$ cat config.mk
export PLATFORM = sky130hd
export DESIGN_NAME = wprot_sequencer
export DESIGN_NICKNAME = d
export VERILOG_FILES = /design/src/rtl/wprot_pkg.sv /design/src/rtl/wprot_matcher.sv /design/src/rtl/wprot_window.sv /design/src/rtl/wprot_busy.sv /design/src/rtl/wprot_sequencer.sv
export SDC_FILE = /design/constraint.sdc
export NUM_CORES = 1
export LEC_CHECK = 0
export ABC_AREA = 1
export ABC_CLOCK_PERIOD_IN_PS = 1930
export BUFFER_PORTS_ARGS = -buffer_cell sky130_fd_sc_hd__buf_2
export CORE_MARGIN = 3
export CORE_UTILIZATION = 50
export CTS_CLUSTER_DIAMETER = 80
export DETAILED_ROUTE_END_ITERATION = 7
export PLACE_DENSITY = 0.79
export SYNTH_ARGS = -nofsm -noshare
export SYNTH_HDL_FRONTEND = slang
export SYNTH_SLANG_ARGS = --single-unit
$ cat constraint.sdc
create_clock -name clk -period 1.93 [get_ports clk]
set_clock_uncertainty 0.1 [all_clocks]
set_input_delay 0.386 -clock clk [delete_from_list [all_inputs] [get_ports clk]]
set_output_delay 0.386 -clock clk [all_outputs]
set_load 0.01 [all_outputs]
$ cat src/rtl/wprot_pkg.sv
package wprot_pkg;

    localparam int BYTE_W = 8;

    typedef logic [BYTE_W-1:0] byte_t;

    // control state of the sequencer top, cleared by rst_n
    typedef struct packed {
        logic unlock;    // enable prefix seen in the open window
        logic pend_en;   // protection to be set at window close
        logic pend_dis;  // protection to be cleared at window close
        logic work;      // window holds something to program
    } ctl_t;

endpackage

$ cat src/rtl/wprot_matcher.sv
module wprot_matcher #(
    parameter int ADDR_W = 17,
    parameter int LEN    = 3,
    parameter logic [LEN-1:0][ADDR_W-1:0] SEQ_ADDR = '0,
    parameter logic [LEN-1:0][7:0]        SEQ_DATA = '0
) (
    input  logic              clk,
    input  logic              rst_n,
    input  logic              clear_i,
    input  logic              step_i,
    input  logic [ADDR_W-1:0] addr_i,
    input  logic [7:0]        data_i,
    output logic              hit_o,
    output logic              done_o
);

    localparam int IDX_W = (LEN > 1) ? $clog2(LEN) : 1;

    typedef struct packed {
        logic [IDX_W-1:0] cnt;
    } mst_t;

    mst_t st_d, st_q;
    logic match_next, match_first;

    always_comb begin
        st_d        = st_q;
        match_next  = (addr_i == SEQ_ADDR[st_q.cnt]) && (data_i == SEQ_DATA[st_q.cnt]);
        match_first = (addr_i == SEQ_ADDR[0]) && (data_i == SEQ_DATA[0]);
        hit_o       = step_i && (match_next || match_first);
        done_o      = step_i && match_next && (st_q.cnt == IDX_W'(LEN - 1));
        if (clear_i) begin
            st_d.cnt = '0;
        end else if (step_i) begin
            if (match_next) begin
                st_d.cnt = done_o ? '0 : st_q.cnt + IDX_W'(1);
            end else if (match_first) begin
                st_d.cnt = IDX_W'(1);
            end else begin
                st_d.cnt = '0;
            end
        end
    end

    always_ff @(posedge clk or negedge rst_n) begin
        if (!rst_n) begin
            st_q <= '0;
        end else begin
            st_q <= st_d;
        end
    end

endmodule

$ cat src/rtl/wprot_window.sv
module wprot_window #(
    parameter int WINDOW = 8
) (
    input  logic clk,
    input  logic rst_n,
    input  logic wr_i,
    output logic open_o,
    output logic close_o
);

    localparam int GAP_W = (WINDOW > 1) ? $clog2(WINDOW) : 1;

    typedef struct packed {
        logic             open;
        logic [GAP_W-1:0] gap;
    } wst_t;

    wst_t st_d, st_q;

    always_comb begin
        st_d    = st_q;
        close_o = st_q.open && !wr_i && (st_q.gap == GAP_W'(WINDOW - 1));
        if (wr_i) begin
            st_d.open = 1'b1;
            st_d.gap  = '0;
        end else if (close_o) begin
            st_d.open = 1'b0;
            st_d.gap  = '0;
        end else if (st_q.open) begin
            st_d.gap  = st_q.gap + GAP_W'(1);
        end
    end

    assign open_o = st_q.open;

    always_ff @(posedge clk or negedge rst_n) begin
        if (!rst_n) begin
            st_q <= '0;
        end else begin
            st_q <= st_d;
        end
    end

endmodule

$ cat src/rtl/wprot_busy.sv
module wprot_busy #(
    parameter int PROG_CYCLES = 20
) (
    input  logic clk,
    input  logic rst_n,
    input  logic start_i,
    output logic busy_o
);

    localparam int CNT_W = (PROG_CYCLES > 1) ? $clog2(PROG_CYCLES) : 1;

    typedef struct packed {
        logic             busy;
        logic [CNT_W-1:0] cnt;
    } bst_t;

    bst_t st_d, st_q;

    always_comb begin
        st_d = st_q;
        if (start_i) begin
            st_d.busy = 1'b1;
            st_d.cnt  = CNT_W'(PROG_CYCLES - 1);
        end else if (st_q.busy) begin
            if (st_q.cnt == '0) begin
                st_d.busy = 1'b0;
            end else begin
                st_d.cnt = st_q.cnt - CNT_W'(1);
            end
        end
    end

    assign busy_o = st_q.busy;

    always_ff @(posedge clk or negedge rst_n) begin
        if (!rst_n) begin
            st_q <= '0;
        end else begin
            st_q <= st_d;
        end
    end

endmodule

$ cat src/rtl/wprot_sequencer.sv
module wprot_sequencer
    import wprot_pkg::*;
#(
    parameter int   ADDR_W      = 17,
    parameter int   WINDOW      = 8,
    parameter int   PROG_CYCLES = 20,
    parameter logic NV_DEFAULT  = 1'b0,
    // index 0 is the first write of each sequence
    parameter logic [2:0][ADDR_W-1:0] EN_ADDR  = {17'h05555, 17'h02AAA, 17'h05555},
    parameter logic [2:0][7:0]        EN_DATA  = {8'hA0, 8'h55, 8'hAA},
    parameter logic [5:0][ADDR_W-1:0] DIS_ADDR = {17'h05555, 17'h02AAA, 17'h05555,
                                                  17'h05555, 17'h02AAA, 17'h05555},
    parameter logic [5:0][7:0]        DIS_DATA = {8'h20, 8'h55, 8'hAA, 8'h80, 8'h55, 8'hAA}
) (
    input  logic              clk,
    input  logic              rst_n,
    input  logic              nv_init_i,
    input  logic              wr_valid_i,
    input  logic [ADDR_W-1:0] wr_addr_i,
    input  logic [7:0]        wr_data_i,
    output logic              wr_store_o,
    output logic              cmd_byte_o,
    output logic              busy_o,
    output logic              load_open_o,
    output logic              prot_o
);

    localparam int EN_LEN  = 3;
    localparam int DIS_LEN = 6;

    ctl_t ctl_d, ctl_q;
    logic prot_d, prot_q;
    logic accept, step, close, start;
    logic en_hit, en_done, dis_hit, dis_done;
    logic rejected;

    assign accept = wr_valid_i && !busy_o;
    assign step   = accept && !ctl_q.unlock;

    wprot_matcher #(
        .ADDR_W  (ADDR_W),
        .LEN     (EN_LEN),
        .SEQ_ADDR(EN_ADDR),
        .SEQ_DATA(EN_DATA)
    ) en_match_i (
        .clk    (clk),
        .rst_n  (rst_n),
        .clear_i(close),
        .step_i (step),
        .addr_i (wr_addr_i),
        .data_i (wr_data_i),
        .hit_o  (en_hit),
        .done_o (en_done)
    );

    wprot_matcher #(
        .ADDR_W  (ADDR_W),
        .LEN     (DIS_LEN),
        .SEQ_ADDR(DIS_ADDR),
        .SEQ_DATA(DIS_DATA)
    ) dis_match_i (
        .clk    (clk),
        .rst_n  (rst_n),
        .clear_i(close),
        .step_i (step),
        .addr_i (wr_addr_i),
        .data_i (wr_data_i),
        .hit_o  (dis_hit),
        .done_o (dis_done)
    );

    wprot_window #(
        .WINDOW(WINDOW)
    ) window_i (
        .clk    (clk),
        .rst_n  (rst_n),
        .wr_i   (accept),
        .open_o (load_open_o),
        .close_o(close)
    );

    wprot_busy #(
        .PROG_CYCLES(PROG_CYCLES)
    ) busy_i (
        .clk    (clk),
        .rst_n  (rst_n),
        .start_i(start),
        .busy_o (busy_o)
    );

    always_comb begin
        ctl_d      = ctl_q;
        prot_d     = prot_q;
        cmd_byte_o = step && (en_hit || dis_hit);
        wr_store_o = accept && !cmd_byte_o && (ctl_q.unlock || !prot_q);
        rejected   = accept && !cmd_byte_o && !wr_store_o;
        start      = close && ctl_q.work;

        if (close) begin
            if (ctl_q.pend_en) begin
                prot_d = 1'b1;
            end else if (ctl_q.pend_dis) begin
                prot_d = 1'b0;
            end
            ctl_d = '0;
        end else begin
            if (en_done) begin
                ctl_d.unlock   = 1'b1;
                ctl_d.pend_en  = 1'b1;
                ctl_d.pend_dis = 1'b0;
            end else if (dis_done) begin
                ctl_d.pend_dis = 1'b1;
                ctl_d.pend_en  = 1'b0;
            end
            if (wr_store_o || rejected || en_done || dis_done) begin
                ctl_d.work = 1'b1;
            end
        end
    end

    always_ff @(posedge clk or negedge rst_n) begin
        if (!rst_n) begin
            ctl_q <= '0;
        end else begin
            ctl_q <= ctl_d;
        end
    end

    // protection flag: only the nonvolatile init loads it, reset leaves it
    always_ff @(posedge clk) begin
        if (nv_init_i) begin
            prot_q <= NV_DEFAULT;
        end else if (rst_n) begin
            prot_q <= prot_d;
        end
    end

    assign prot_o = prot_q;

endmodule

Word-level counts from Yosys, hierarchy flattened
Memory sizes are Yosys's and may differ from the RTL's.
Index checks and enable logic that the tools add are counted.
{ "word_totals": {"register_bits": 20, "input_bits": 29, "out_inout_bits": 5, "rom_bits": 200, "mem_count": 2, "elab_cells": 102} }
{ "op_classes": {"n_mux": 31, "n_eq_ne": 10, "n_reduce_logical": 42, "add_sub_neg": 4, "magnitude_cmp": 2} }
{ "memory_table": {"columns": ["name", "depth", "width", "read_ports", "rd_clocked_by_memory_dff", "wr", "line_no", "rtl"], "rows": [
  ["(no name shown)", 8, 17, 1, 0, 0, "wprot_matcher.sv:28", "match_next = (addr_i == SEQ_ADDR[st_q.cnt]) && (data_i == SEQ_DATA[st_q.cnt]);"],
  ["(no name shown)", 8, 8, 1, 0, 0, "wprot_matcher.sv:28", null]
]} }
{ "op_table": {"columns": ["op", "n"], "rows": [
  ["binary-select mux 17 bit (select 2 bit)", 1],
  ["== test 17 bit", 2],
  ["2-to-1 mux 17 bit", 2],
  ["logical AND 1 bit", 18],
  ["2-to-1 mux 3 bit", 6],
  ["== test 17 x 15 -> 1 bit, second input constant", 1],
  ["binary-select mux 8 bit (select 2 bit)", 1],
  ["== test 8 bit", 2],
  ["2-to-1 mux 8 bit", 2],
  ["2-to-1 mux 2 bit", 6],
  ["2-to-1 mux 6 bit", 2],
  ["nonzero test 2 bit", 6],
  ["== test 8 bit, second input constant", 1],
  ["2-to-1 mux 1 bit", 8],
  ["2-to-1 mux 4 bit", 2],
  ["logical OR 1 bit", 7],
  ["adder 3 x 1 -> 3 bit, second input constant", 2],
  ["== test 3 bit, second input constant", 2],
  ["logical NOT 1 bit", 6],
  ["nonzero test 3 bit", 2],
  ["logical NOT 5 bit", 1],
  ["2-to-1 mux 5 bit", 1],
  ["subtractor 5 x 1 -> 5 bit, second input constant", 1],
  ["less-than comparator 3 x 4 -> 1 bit, second input constant", 1],
  ["6 further kinds", 6]
]} }

Logic depth before layout (Yosys ltp)
Gate-level depths: netlist of the first run.
{ "logic_depth": {"depth_word": 18, "ltp_mapped": 14, "depth_no_buf": 14} }

By module
From an unflattened synthesis of the first run, not the netlist that was laid out.
{ "unflattened": {"hier_cells": 347, "area_unflattened_um2": 2069.5} }
{ "modules_own_cells": {"columns": ["module", "instances", "cells_per_inst", "seq_area_each_um2", "area_per_inst_um2"], "rows": [
  ["wprot_matcher at dis_match_i", 1, 166, 75.1, 815.8],
  ["wprot_matcher at en_match_i", 1, 88, 50.0, 470.5],
  ["wprot_busy", 1, 40, 150.1, 346.6],
  ["wprot_sequencer", 1, 28, 120.1, 234.0],
  ["wprot_window", 1, 25, 100.1, 202.7]
]} }

Worst setup path after synthesis of the first run
Ideal clock, no wire load.
{ "synth_timing": {"kind": "flip-flop to output port", "from": "register dis_match_i.st_q[0] in the netlist's numbering", "to": "output wr_store_o", "required_time_ns": 1.444, "stages_incl_launch_ff": 11, "path_slack_ns": -0.121, "arrival_time_ns": 1.565, "n_path_buf": 0, "path_cell_list": "dfrtp_1 > ha_1 > nand2_4 > nand2_1 > nand2_1 > inv_1 > nand3_1 > nor2_1 > nand4_1 > nand3_1 > a21oi_1"} }
{ "synth_via": {"elab_chain_cells": 11, "word_cells_on_any_way": 14, "classes_between": "eq/ne (2); mux (2); reduce/logical (8); memory (2)"} }
{ "synth_lines": {"columns": ["element", "line_no", "rtl"], "rows": [
  ["start, declared", "wprot_matcher.sv:23", "mst_t st_d, st_q;"],
  ["start signal, assigned", "wprot_matcher.sv:49", "st_q <= st_d;"],
  ["memory read (8 x 17 bit) / memory read (8 x 8 bit) (equally long branches)", null, null],
  ["2-to-1 mux 17 bit (not written as such) / 2-to-1 mux 8 bit (equally long branches)", "wprot_matcher.sv:28", null],
  ["== test 17 bit / == test 8 bit (equally long branches)", "wprot_matcher.sv:28", null],
  ["logical AND 1 bit *", "wprot_matcher.sv:28", null],
  ["logical OR 1 bit *", "wprot_matcher.sv:30", "hit_o = step_i && (match_next || match_first);"],
  ["logical AND 1 bit *", "wprot_matcher.sv:30", null],
  ["logical OR 1 bit *", "wprot_sequencer.sv:94", "cmd_byte_o = step && (en_hit || dis_hit);"],
  ["logical AND 1 bit *", "wprot_sequencer.sv:94", null],
  ["logical NOT 1 bit *", "wprot_sequencer.sv:95", "wr_store_o = accept && !cmd_byte_o && (ctl_q.unlock || !prot_q);"],
  ["logical AND 1 bit * (2 in a row)", "wprot_sequencer.sv:95", null],
  ["end, declared", "wprot_sequencer.sv:21", "output logic wr_store_o,"]
]} }
Mark *: on every way between the ends. The rest lies on a longest branch, timed or not. The select of a mux whose other input is x is not followed.

Worst setup path in the final report of the first run
Ends and elaborated chain as after synthesis.

==> impl_metrics.tcl, run 1 <==
set metrics [dict create \
    synthArstFlopShare_pct 95.00 \
    grt_usage_pct 24.82 \
    yosysMostFrequentCell "nand2_1" \
    synth_common_cells "nand2_1 (102), nor2_1 (47), inv_1 (43)" \
    grt_pass1_wl_um 10280 \
    fillers 302 \
    grt_start_max_net_pins 16 \
    synth_cell_types 33 \
    synth_fp_nets 378 \
    tightest_slew_ps 288.4 \
    detail_route.iter0.violations 191 \
    p_sw_uw 547.4 \
    endpoint_kind "output port" \
    ff_latch_area_um2 499.2 \
    final.period_utilization_pct 122.6 \
    gp_congestion 0.8785 \
    p_per_area_mw_per_mm2 495.1 \
    crit_path_start "dis_match_i.st_q[0]$_DFFE_PN0P_" \
    switching_share_pct 36.30 \
    power_mw 1.508 \
    ioPinCount 34 \
    syn_avg_cell_area_um2 6.271 \
    clk_pin_slew_ps 70 \
    maxCapViolCount 0 \
    power_frac_clock_pct 21.2 \
    critical_path_class "flop to output port" \
    r2r_setup_slack_ps -240 \
    max_freq_ghz 0.4226 \
    crit_chain "ha_4 -> nand2_2 -> nand2_4 -> o21ai_0 -> nand2_1 -> nor2_1 -> nand4_1 -> nand3_2 -> a21oi_2 -> buf_2" \
    p_leak_nw 1.606 \
    core_area_mm2 0.004086 \
    std_cell_rows 23 \
    relSlewSlack_pct 80.77 \
    dieHeight_um 71.59 \
    hp-class "input pin to flop" \
    viasPerCell 5.135 \
    rsz0062_at_grt "yes" \
    highest_layer "met4" \
    wl_per_cell_um 12.47 \
    cts_tree "yes" \
    num-nets-final 484 \
    grt_overflow 0 \
    cp-start-kind "flop" \
    cp.depth 10 \
    drc 0 \
    cts-root-buf "clkbuf_8" \
    postRouteAntennaNets 0 \
    syn_inst 343 \
    die_x_um 71.59 \
    p_seq_share_pct 39.4 \
    comb_power_share_pct 39.4 \
    r2r-start "dis_match_i.st_q[0]$_DFFE_PN0P_" \
    drv_slew 0 \
    cp-endpoint "wr_store_o" \
    critPathMaxStageDelay_ps 450 \
    whs_path_depth 2 \
    setup_viol 8 \
    worstRegToRegCells 13 \
    arrival_ps 1880 \
    antennaDiodeCount 0 \
    status "complete, but fails checks" \
    cp_top_family "simple AND/OR/NAND/NOR gates" \
    first_pass_iters 5 \
    synth_top_cell_area_share_pct 22.11 \
    ir_worst_vdd_uv 679.3 \
    worstPathRequired_ps 1440 \
    start_util_pct 52.63 \
    crit_fanout 6 \
    cts_num_sinks 20 \
    multi_input_area_mm2 0.001501 \
    synth_area_mm2 0.002151 \
    clk_latency_ps 260 \
    antenna_found_initial 0 \
    cp_slowest_cell "dfrtp_2" \
    synth_area_leaders "dfrtp_1 (22%), nand2_1 (18%), nor2_1 (8.2%)" \
    ys_warn_count 0 \
    dieArea_mm2 0.005124 \
    dp_hpwl_um 4820 \
    hold_viol_final 0 \
    yosysTopAreaCell "dfrtp_1" \
    route.met3.wl_um 373 \
    p_int_uw 960.4 \
    stdcell_count 498 \
    synth_edf_count 0 \
    area_delta_synth_final_pct 41.59 \
    vias 2557 \
    wl_met1_um 2627 \
    finalCriticalPeriod_ps 2366 \
    placedCellCount 487 \
    r2r_end "dis_match_i.st_q[0]$_DFFE_PN0P_" \
    met2WireLength_um 3001 \
    violations "negative setup slack" \
    seq_area_frac_synth_pct 23.04 \
    numPortBuffers 33 \
    grt_pass1_vias 2386 \
    cts_inserted_buffers 3 \
    ys.flop_type "dfrtp_1" \
    layout_setup_ws_ps -436.2 \
    path_buf_inv 1 \
    wl_um 6210 \
    cts_buffer_depth 2 \
    drive_above_1_share_pct 35.04 \
    ys_ff_latch 20 \
    cts_max_level 1 \
]
==> cells in the final DEF, fill, tap and decap left out, types with 2 or more instances in the layout <==
master / instances
inv_2: 6
nand3_2: 3
dfrtp_2: 3
nor2_2: 6
nor3_2: 2
xor2_1: 4
a21oi_2: 3
clkbuf_8: 4
nor2_4: 5
o21ai_4: 2
nand2_2: 6
nand2_1: 102
nand3_1: 21
nand2_4: 3
inv_1: 42
buf_6: 5
a21oi_1: 5
xnor2_1: 16
o21ai_0: 14
o31ai_4: 2
buf_4: 67
inv_6: 2
nor2_1: 44
or2_2: 2
dfrtp_1: 16
ha_1: 4
nor3_1: 4
nand4_1: 11
buf_2: 32
==> sequential cells by signal, indices dropped and copies added (netlist names) <==
register,flops
ctl_q,4
window_i.open_o,1
dis_match_i.st_q,3
en_match_i.st_q,2
busy_i.st_q,5
busy_i.busy_o,1
prot_o,1
window_i.st_q,3
==> power groups by stage <==
stage	clock network, mW	logic, mW	registers [mW]
2_1_floorplan	0	0.342	0.589
3_3_place_gp	0	0.552	0.590
3_5_place_dp	0	0.570	0.598
4_1_cts	0.327	0.579	0.590
5_1_grt	0.344	0.670	0.606
6_report	0.320	0.594	0.594
==> how the worst min path moves through the flow <==
stage	startpoint	slack, ps	end
after floorplan	rst_n	-10	busy_i.busy_o$_DFF_PN0_
after detailed placement	rst_n	120	ctl_q[1]$_DFFE_PN0P_
after CTS	nv_init_i	170	prot_o$_SDFFE_PP0P_
final	nv_init_i	180	prot_o$_SDFFE_PP0P_
after global routing	nv_init_i	180	prot_o$_SDFFE_PP0P_
after global placement	rst_n	130	ctl_q[1]$_DFFE_PN0P_
==> stage by stage <==
stage / setup slack [ps] / instance area (µm²) / setup TNS (ps) / hold slack, ps / utilization, %
2_1_floorplan: 6.369 / 2176 / 0 / -9.591 / -
3_3_place_gp: -120.6 / 2846 / -349.7 / 126.1 / 69.66
3_5_place_dp: -193.7 / 2846 / -564.0 / 123.2 / 69.66
4_1_cts: -407.1 / 2989 / -1179 / 175.0 / 73.15
5_1_grt: -539.5 / 3045 / -2326 / 177.2 / 74.53
6_report: -436.2 / 3045 / -1609 / 180.1 / 74.53
==> final cells by class <==
type | count | share of cell area (%)
tap | 50 | 2.054
multi-input combinational | 269 | 49.30
inverter | 50 | 6.491
timing repair buffer | 105 | 23.95
clock buffer | 4 | 1.808
sequential | 20 | 16.39
==> logic make-up (layout without fill, tap and decap cells) <==
kind of cell | after synthesis | after routing | synth area share (%)
simple gates | 213 | 213 | 45.78
buf+inv | 54 | 159 | 11.29
compound gates | 30 | 30 | 8.261
xor+xnor | 20 | 20 | 8.144
flops | 20 | 20 | 23.04
fa+ha+maj | 6 | 6 | 3.490
==> timing repair <==
item | 4_1_cts | 5_1_grt
endpoints found under the hold margin | 4 | 0
buffers inserted | 2 | 4
hold buffers | 1 | 0
resized for setup | 12 | 11
setup endpoints to repair | 7 | 9
pin swaps | 4 | 2
==> per-layer routing <==
metal | global-route usage [%] | up-vias
met5 | 0 | -
met4 | 9.395 | 0
met3 | 4.208 | 22
met2 | 42.35 | 92
met1 | 31.31 | 1154
li1 | - | 1289
Power figures use the tool's default switching activity.
==> run 2, diff against run 1 <==
ABC_AREA = unset   (was 1)
CORE_MARGIN = unset   (was 3)
CORE_UTILIZATION = 49   (was 50)
PLACE_DENSITY = 0.8   (was 0.79)
==> run 2 against run 1 <==
  * The run ends with design-rule violations, negative setup slack left
  * Final cell count down 38%
  * Combinational power up 36%
  * Via count fell by 20%
  * Area after synthesis shrank 30%
  * Sequential cell count unchanged
  * Critical endpoint is now cmd_byte_o
==> impl_metrics.tcl, run 2 <==
set metrics [dict create \
    status "complete, but fails checks" \
    violations "design-rule violations, negative setup slack" \
    synth_edf_count 0 \
    drive_above_1_share_pct 48.75 \
    ioPinCount 34 \
    rsz0062_at_grt "yes" \
    wl_per_cell_um 21.15 \
    viasPerCell 6.577 \
    dieHeight_um 57.59 \
    whs_path_depth 2 \
    synth_cell_types 50 \
    worstRegToRegCells 9 \
    wl_met1_um 2532 \
    std_cell_rows 19 \
    synthArstFlopShare_pct 95.00 \
    grt_start_max_net_pins 17 \
    top_regs "busy_i.st_q: 5 flops, ctl_q: 4 flops" \
    yosysTopAreaCell "dfrtp_1" \
    ys.flop_type "dfrtp_1" \
    hp-class "input pin to flop" \
    numPortBuffers 33 \
    regMostFlops "busy_i.st_q" \
    route.met3.wl_um 503 \
    met2WireLength_um 3225 \
    placedCellCount 301 \
    worst_hold_slack_ps 115.8 \
    clk_pin_slew_ps 110 \
    ir_worst_vdd_uv 949.5 \
    grt_usage_pct 34.10 \
    grt_overflow 0 \
    crit_fanout 4 \
    cts_num_sinks 20 \
    cts_tree "yes" \
    ys_warn_count 0 \
    worstPathRequired_ps 1440 \
    syn_avg_cell_area_um2 8.273 \
    area_delta_synth_final_pct 63.31 \
    cts_inserted_buffers 3 \
    start_util_pct 53.07 \
    r2r_setup_slack_ps -1060 \
    cts-root-buf "clkbuf_4" \
    die_x_um 57.59 \
    drc 6 \
    antennaDiodeCount 0 \
    seq_area_frac_synth_pct 32.73 \
    finalCriticalPeriod_ps 3195 \
    mostFrequentLayoutCell "buf_4" \
    setup_viol 9 \
    vias 2039 \
    clk_latency_ps 310 \
    grt_pass1_wl_um 8590 \
    p_leak_nw 1.111 \
    synth_fp_nets 218 \
    num-nets-final 315 \
    maxCapViolCount 0 \
    endpoint_kind "output port" \
    final_cell_mix "buf_4 (57), buf_2 (32), nand2_1 (21)" \
    relSlewSlack_pct 65.97 \
    r2r-start "dis_match_i.st_q[0]$_DFFE_PN0P_" \
    gp_congestion 0.9389 \
    final.period_utilization_pct 165.6 \
    layout_setup_ws_ps -1265 \
    stdcell_count 310 \
    synth_area_mm2 0.001514 \
    highest_layer "met4" \
    r2r_end "dis_match_i.st_q[2]$_DFFE_PN0P_" \
    antenna_found_initial 0 \
    synth_common_cells "nand2_1 (21), dfrtp_1 (19), nand3_1 (12), nor2_1 (12), a21oi_1 (11)" \
    synth_top_cell_area_share_pct 31.40 \
    cts_buffer_depth 2 \
    synth_area_leaders "dfrtp_1 (31%), nand2_1 (5.2%), ha_1 (5.0%)" \
    tightest_slew_ps 508.0 \
    final_core_util_pct 86.67 \
    arrival_ps 2710 \
    p_per_area_mw_per_mm2 732.5 \
    cts_max_level 1 \
    core_area_mm2 0.002853 \
    largest_register_ffs 5 \
    tns_ps -8150 \
    dpl_cell_area_mm2 0.002188 \
    syn_inst 183 \
    detail_route.iter0.violations 160 \
    ys_ff_latch 20 \
    critical_path_class "flop to output port" \
    first_pass_iters 7 \
    yosysMostFrequentCell "nand2_1" \
    wl_um 6557 \
    cp-start-kind "flop" \
    dieArea_mm2 0.003316 \
    dp_hpwl_um 3683 \
    fin_area_mm2 0.002472 \
    max_freq_ghz 0.3129 \
    hold_viol_final 0 \
    hold_start "nv_init_i" \
    postRouteAntennaNets 0 \
    drv_slew 0 \
    holdPathEnd "prot_o$_SDFFE_PP0P_" \
    grt_pass1_vias 1896 \
]
==> run 2: cell count changes after synthesis, sizes merged, moves of 6 or more <==
cell	change
xnor2	-14
nand2	-90
o21ai	-10
nand4	-10
nor2	-43
or4	+6
nand2b	+8
inv	-41
nand3	-12
==> run 2: cells by family after synthesis <==
group                      count (synthesis)  share of synthesized area (%)
AOI/OAI and AO/OA                         46                          21.49
xor gates and xnor gates                   4                          2.314
adders and majority gates                  6                          4.959
buffers and inverters                     13                          3.388
DFF                                       20                          32.73
muxes                                      3                          2.066
and+or+nand+nor                           91                          33.06
==> run 2: worst max path at each step <==
stage / startpoint / endpoint / slack (ps) / cells past startpoint
floorplan: dis_match_i.st_q[1]$_DFFE_PN0P_ / cmd_byte_o / -830 / 8
global placement: wr_addr_i[6] / dis_match_i.st_q[2]$_DFFE_PN0P_ / -890 / 8
detailed placement: wr_addr_i[6] / cmd_byte_o / -930 / 7
CTS: dis_match_i.st_q[0]$_DFFE_PN0P_ / cmd_byte_o / -1170 / 7
global route: dis_match_i.st_q[0]$_DFFE_PN0P_ / cmd_byte_o / -1320 / 7
finish: dis_match_i.st_q[0]$_DFFE_PN0P_ / cmd_byte_o / -1270 / 7
==> run 2: power breakdown <==
| group | switching, mW | leakage (nW) | internal, mW |
|---|---|---|---|
| sequential | 0.113 | 0.245 | 0.544 |
| clock | 0.139 | 0.0279 | 0.210 |
| combinational | 0.439 | 0.838 | 0.366 |
| total | 0.691 | 1.11 | 1.12 |
==> run 2: through the flow <==
stage	total power, mW	setup slack, ps
2_1_floorplan	1.017	-834.7
3_3_place_gp	1.251	-889.1
3_5_place_dp	1.305	-927.9
4_1_cts	1.667	-1171
5_1_grt	1.901	-1325
6_report	1.811	-1265
==> run 2: cell type report <==
cell class | count | area, µm²
inverter | 9 | 33.78
tap | 31 | 38.79
multi-input combinational | 150 | 1185
clock buffer | 3 | 22.52
clock inverter | 1 | 30.03
fill | 130 | 380.4
sequential | 20 | 496.7
timing repair buffer | 96 | 665.6
==> run 2: layer usage <==
| metal | up-vias | GRT usage [%] |
|---|---|---|
| met5 | - | 0 |
| met4 | 0 | 14.63 |
| met3 | 31 | 6.803 |
| met2 | 139 | 58.47 |
| met1 | 980 | 41.44 |
| li1 | 889 | - |
==> run 2: worst max-delay path, cell delays in order (launching register included) <==
cell and delay [ps]:
dfrtp_2 480, ha_4 200, or3b_2 500, a22oi_2 170
o211ai_1 140, or4b_4 510, o211ai_1 240, buf_2 180
==> run 2: what timing repair did <==
action | 4_1_cts | 5_1_grt
endpoints found under the hold margin | 3 | 0
setup buffers | 3 | 1
pin swaps | 10 | 11
hold buffers | 1 | 0
setup endpoints to repair | 9 | 13
gates resized for setup | 18 | 21
==> run 3, diff against run 2 <==
SKIP_LAST_GASP = 1   (was unset)
==> run 3 against run 2 <==
  * The flow still finishes with violations (design-rule violations, negative setup slack)
  * First-iteration DRC count rose by 5.0%
  * Non-clock buffer count up 1
  * Final area down 0.46%
  * Die area unchanged
  * Register-to-register slack improved by 30 ps
  * Critical endpoint unchanged
  * Largest power group unchanged
  * Highest routed layer unchanged
==> impl_metrics.tcl, run 3 (synthesis results as in run 2) <==
set metrics [dict create \
    status "complete, but fails checks" \
    violations "design-rule violations, negative setup slack" \
    clk_pin_slew_ps 110 \
    cts_buffer_depth 2 \
    whs_path_depth 2 \
    power_frac_clock_pct 19.7 \
    grt_pass1_vias 1845 \
    worstRegToRegCells 9 \
    drv_slew 0 \
    maxCapViolCount 0 \
    p_leak_nw 1.110 \
    ioPinCount 34 \
    grt_busiest_layer "met2" \
    switching_share_pct 37.29 \
    cp-start-kind "flop" \
    area_delta_synth_final_pct 62.56 \
    critical_path_class "flop to output port" \
    grt_usage_pct 33.48 \
    cts-root-buf "clkbuf_4" \
    rsz0062_at_grt "yes" \
    grtUsageMet2_pct 57.31 \
    fillers 139 \
    comb_power_share_pct 43.7 \
    vias 2068 \
    p_seq_share_pct 36.5 \
    tightest_slew_ps 613.2 \
    clk_latency_ps 320 \
    ir_worst_vdd_uv 952.4 \
    dieArea_mm2 0.003316 \
    grt_start_max_net_pins 17 \
    postRouteAntennaNets 0 \
    core_area_mm2 0.002853 \
    worst_hold_slack_ps 116.1 \
    endpoint_kind "output port" \
    power_mw 1.780 \
    wl_um 6163 \
    placedCellCount 301 \
    start_util_pct 53.07 \
    cts_tree "yes" \
    dp_hpwl_um 3683 \
    detail_route.iter0.violations 168 \
    std_cell_rows 19 \
    p_sw_uw 663.8 \
    worstPathRequired_ps 1440 \
    grt_util_met1_pct 42.73 \
    relSlewSlack_pct 58.93 \
    viasPerCell 6.650 \
    tns_ps -8074 \
    mostFrequentLayoutCell "buf_4" \
    drive_above_1_share_pct 47.86 \
    die_x_um 57.59 \
    numPortBuffers 33 \
    stdcell_count 311 \
    p_per_area_mw_per_mm2 723.3 \
    p_int_mw 1.116 \
    finalCriticalPeriod_ps 3135 \
    cts_inserted_buffers 3 \
    cts_num_sinks 20 \
    wl_per_cell_um 19.82 \
    final_cell_mix "buf_4 (57), buf_2 (33), nand2_1 (21)" \
    drc 2 \
    hp-class "input pin to flop" \
    grt_pass1_wl_um 8514 \
    gp_congestion 0.9389 \
    setup_viol 10 \
    top_regs "busy_i.st_q: 5 flops, ctl_q: 4 flops" \
    final.period_utilization_pct 162.4 \
    regMostFlops "busy_i.st_q" \
    max_freq_ghz 0.3190 \
    hold_viol_final 0 \
    grt_overflow 0 \
    first_pass_iters 8 \
    dieHeight_um 57.59 \
    cts_max_level 1 \
    antenna_found_initial 0 \
    arrival_ps 2650 \
    crit_fanout 4 \
    num-nets-final 316 \
    gr-usage-met3_pct 5.442 \
    layout_setup_ws_ps -1205 \
    antennaDiodeCount 0 \
    largest_register_ffs 5 \
]
## run 3: cell count changes in the layout (fill, tap and decap cells not counted), sizes merged
cell / previous run / this run
buf: 95 / 96
## run 3: critical path, cell delays in order (launching register included)
cell	delay, ps
dfrtp_2	480
ha_4	180
nor2b_4	130
or4_4	410
o21a_1	210
or4b_4	540
o211ai_1	220
buf_2	170
## run 3: power groups by stage
stage | Combinational (mW) | Sequential [mW] | Clock, mW
after floorplan | 0.374 | 0.643 | 0
final | 0.778 | 0.651 | 0.351
after CTS | 0.681 | 0.638 | 0.348
after detailed placement | 0.658 | 0.648 | 0
after global routing | 0.837 | 0.664 | 0.368
after global placement | 0.616 | 0.635 | 0
## run 3: cell type report
type | instances | area (µm²) | area share, %
Clock inverter | 1 | 30.03 | 1.220
Sequential cell | 20 | 496.7 | 20.18
Multi-Input combinational cell | 150 | 1169 | 47.48
Tap cell | 31 | 38.79 | 1.576
Clock buffer | 3 | 22.52 | 0.9151
Timing Repair Buffer | 97 | 670.6 | 27.25
Inverter | 9 | 33.78 | 1.373
## run 3: timing repair
action	CTS	global route
gates resized for setup	17	19
setup buffers	3	2
hold endpoints to repair	3	0
pin swaps	10	10
hold buffers	1	0
endpoints found under the setup margin	9	12
## run 3: layer usage
metal	up-vias	routed length (µm)
li1	889	-
met1	976	2364
met2	154	2887
met3	49	512
met4	0	399
met5	-	0
## run 3: final timing paths
kind	from	end	slack, ps
setup / recovery	dis_match_i.st_q[0]$_DFFE_PN0P_	cmd_byte_o	-1200
hold / removal	nv_init_i	prot_o$_SDFFE_PP0P_	120
setup reg to reg	dis_match_i.st_q[0]$_DFFE_PN0P_	dis_match_i.st_q[2]$_DFFE_PN0P_	-1030
hold reg to reg	ctl_q[0]$_DFFE_PN0P_	busy_i.st_q[3]$_DFFE_PN0P_	410
max in group asynchronous	rst_n	dis_match_i.st_q[2]$_DFFE_PN0P_	1020
min in group asynchronous	rst_n	ctl_q[2]$_DFFE_PN0P_	300
## run 3: stage by stage
stage	setup WS, ps	utilization, %	cell area [µm²]
detailed placement	-927.9	76.71	2188
CTS	-1171	82.28	2347
finish	-1205	86.27	2461
floorplan	-834.7	-	1567
global route	-1289	86.27	2461
global placement	-889.1	76.71	2188
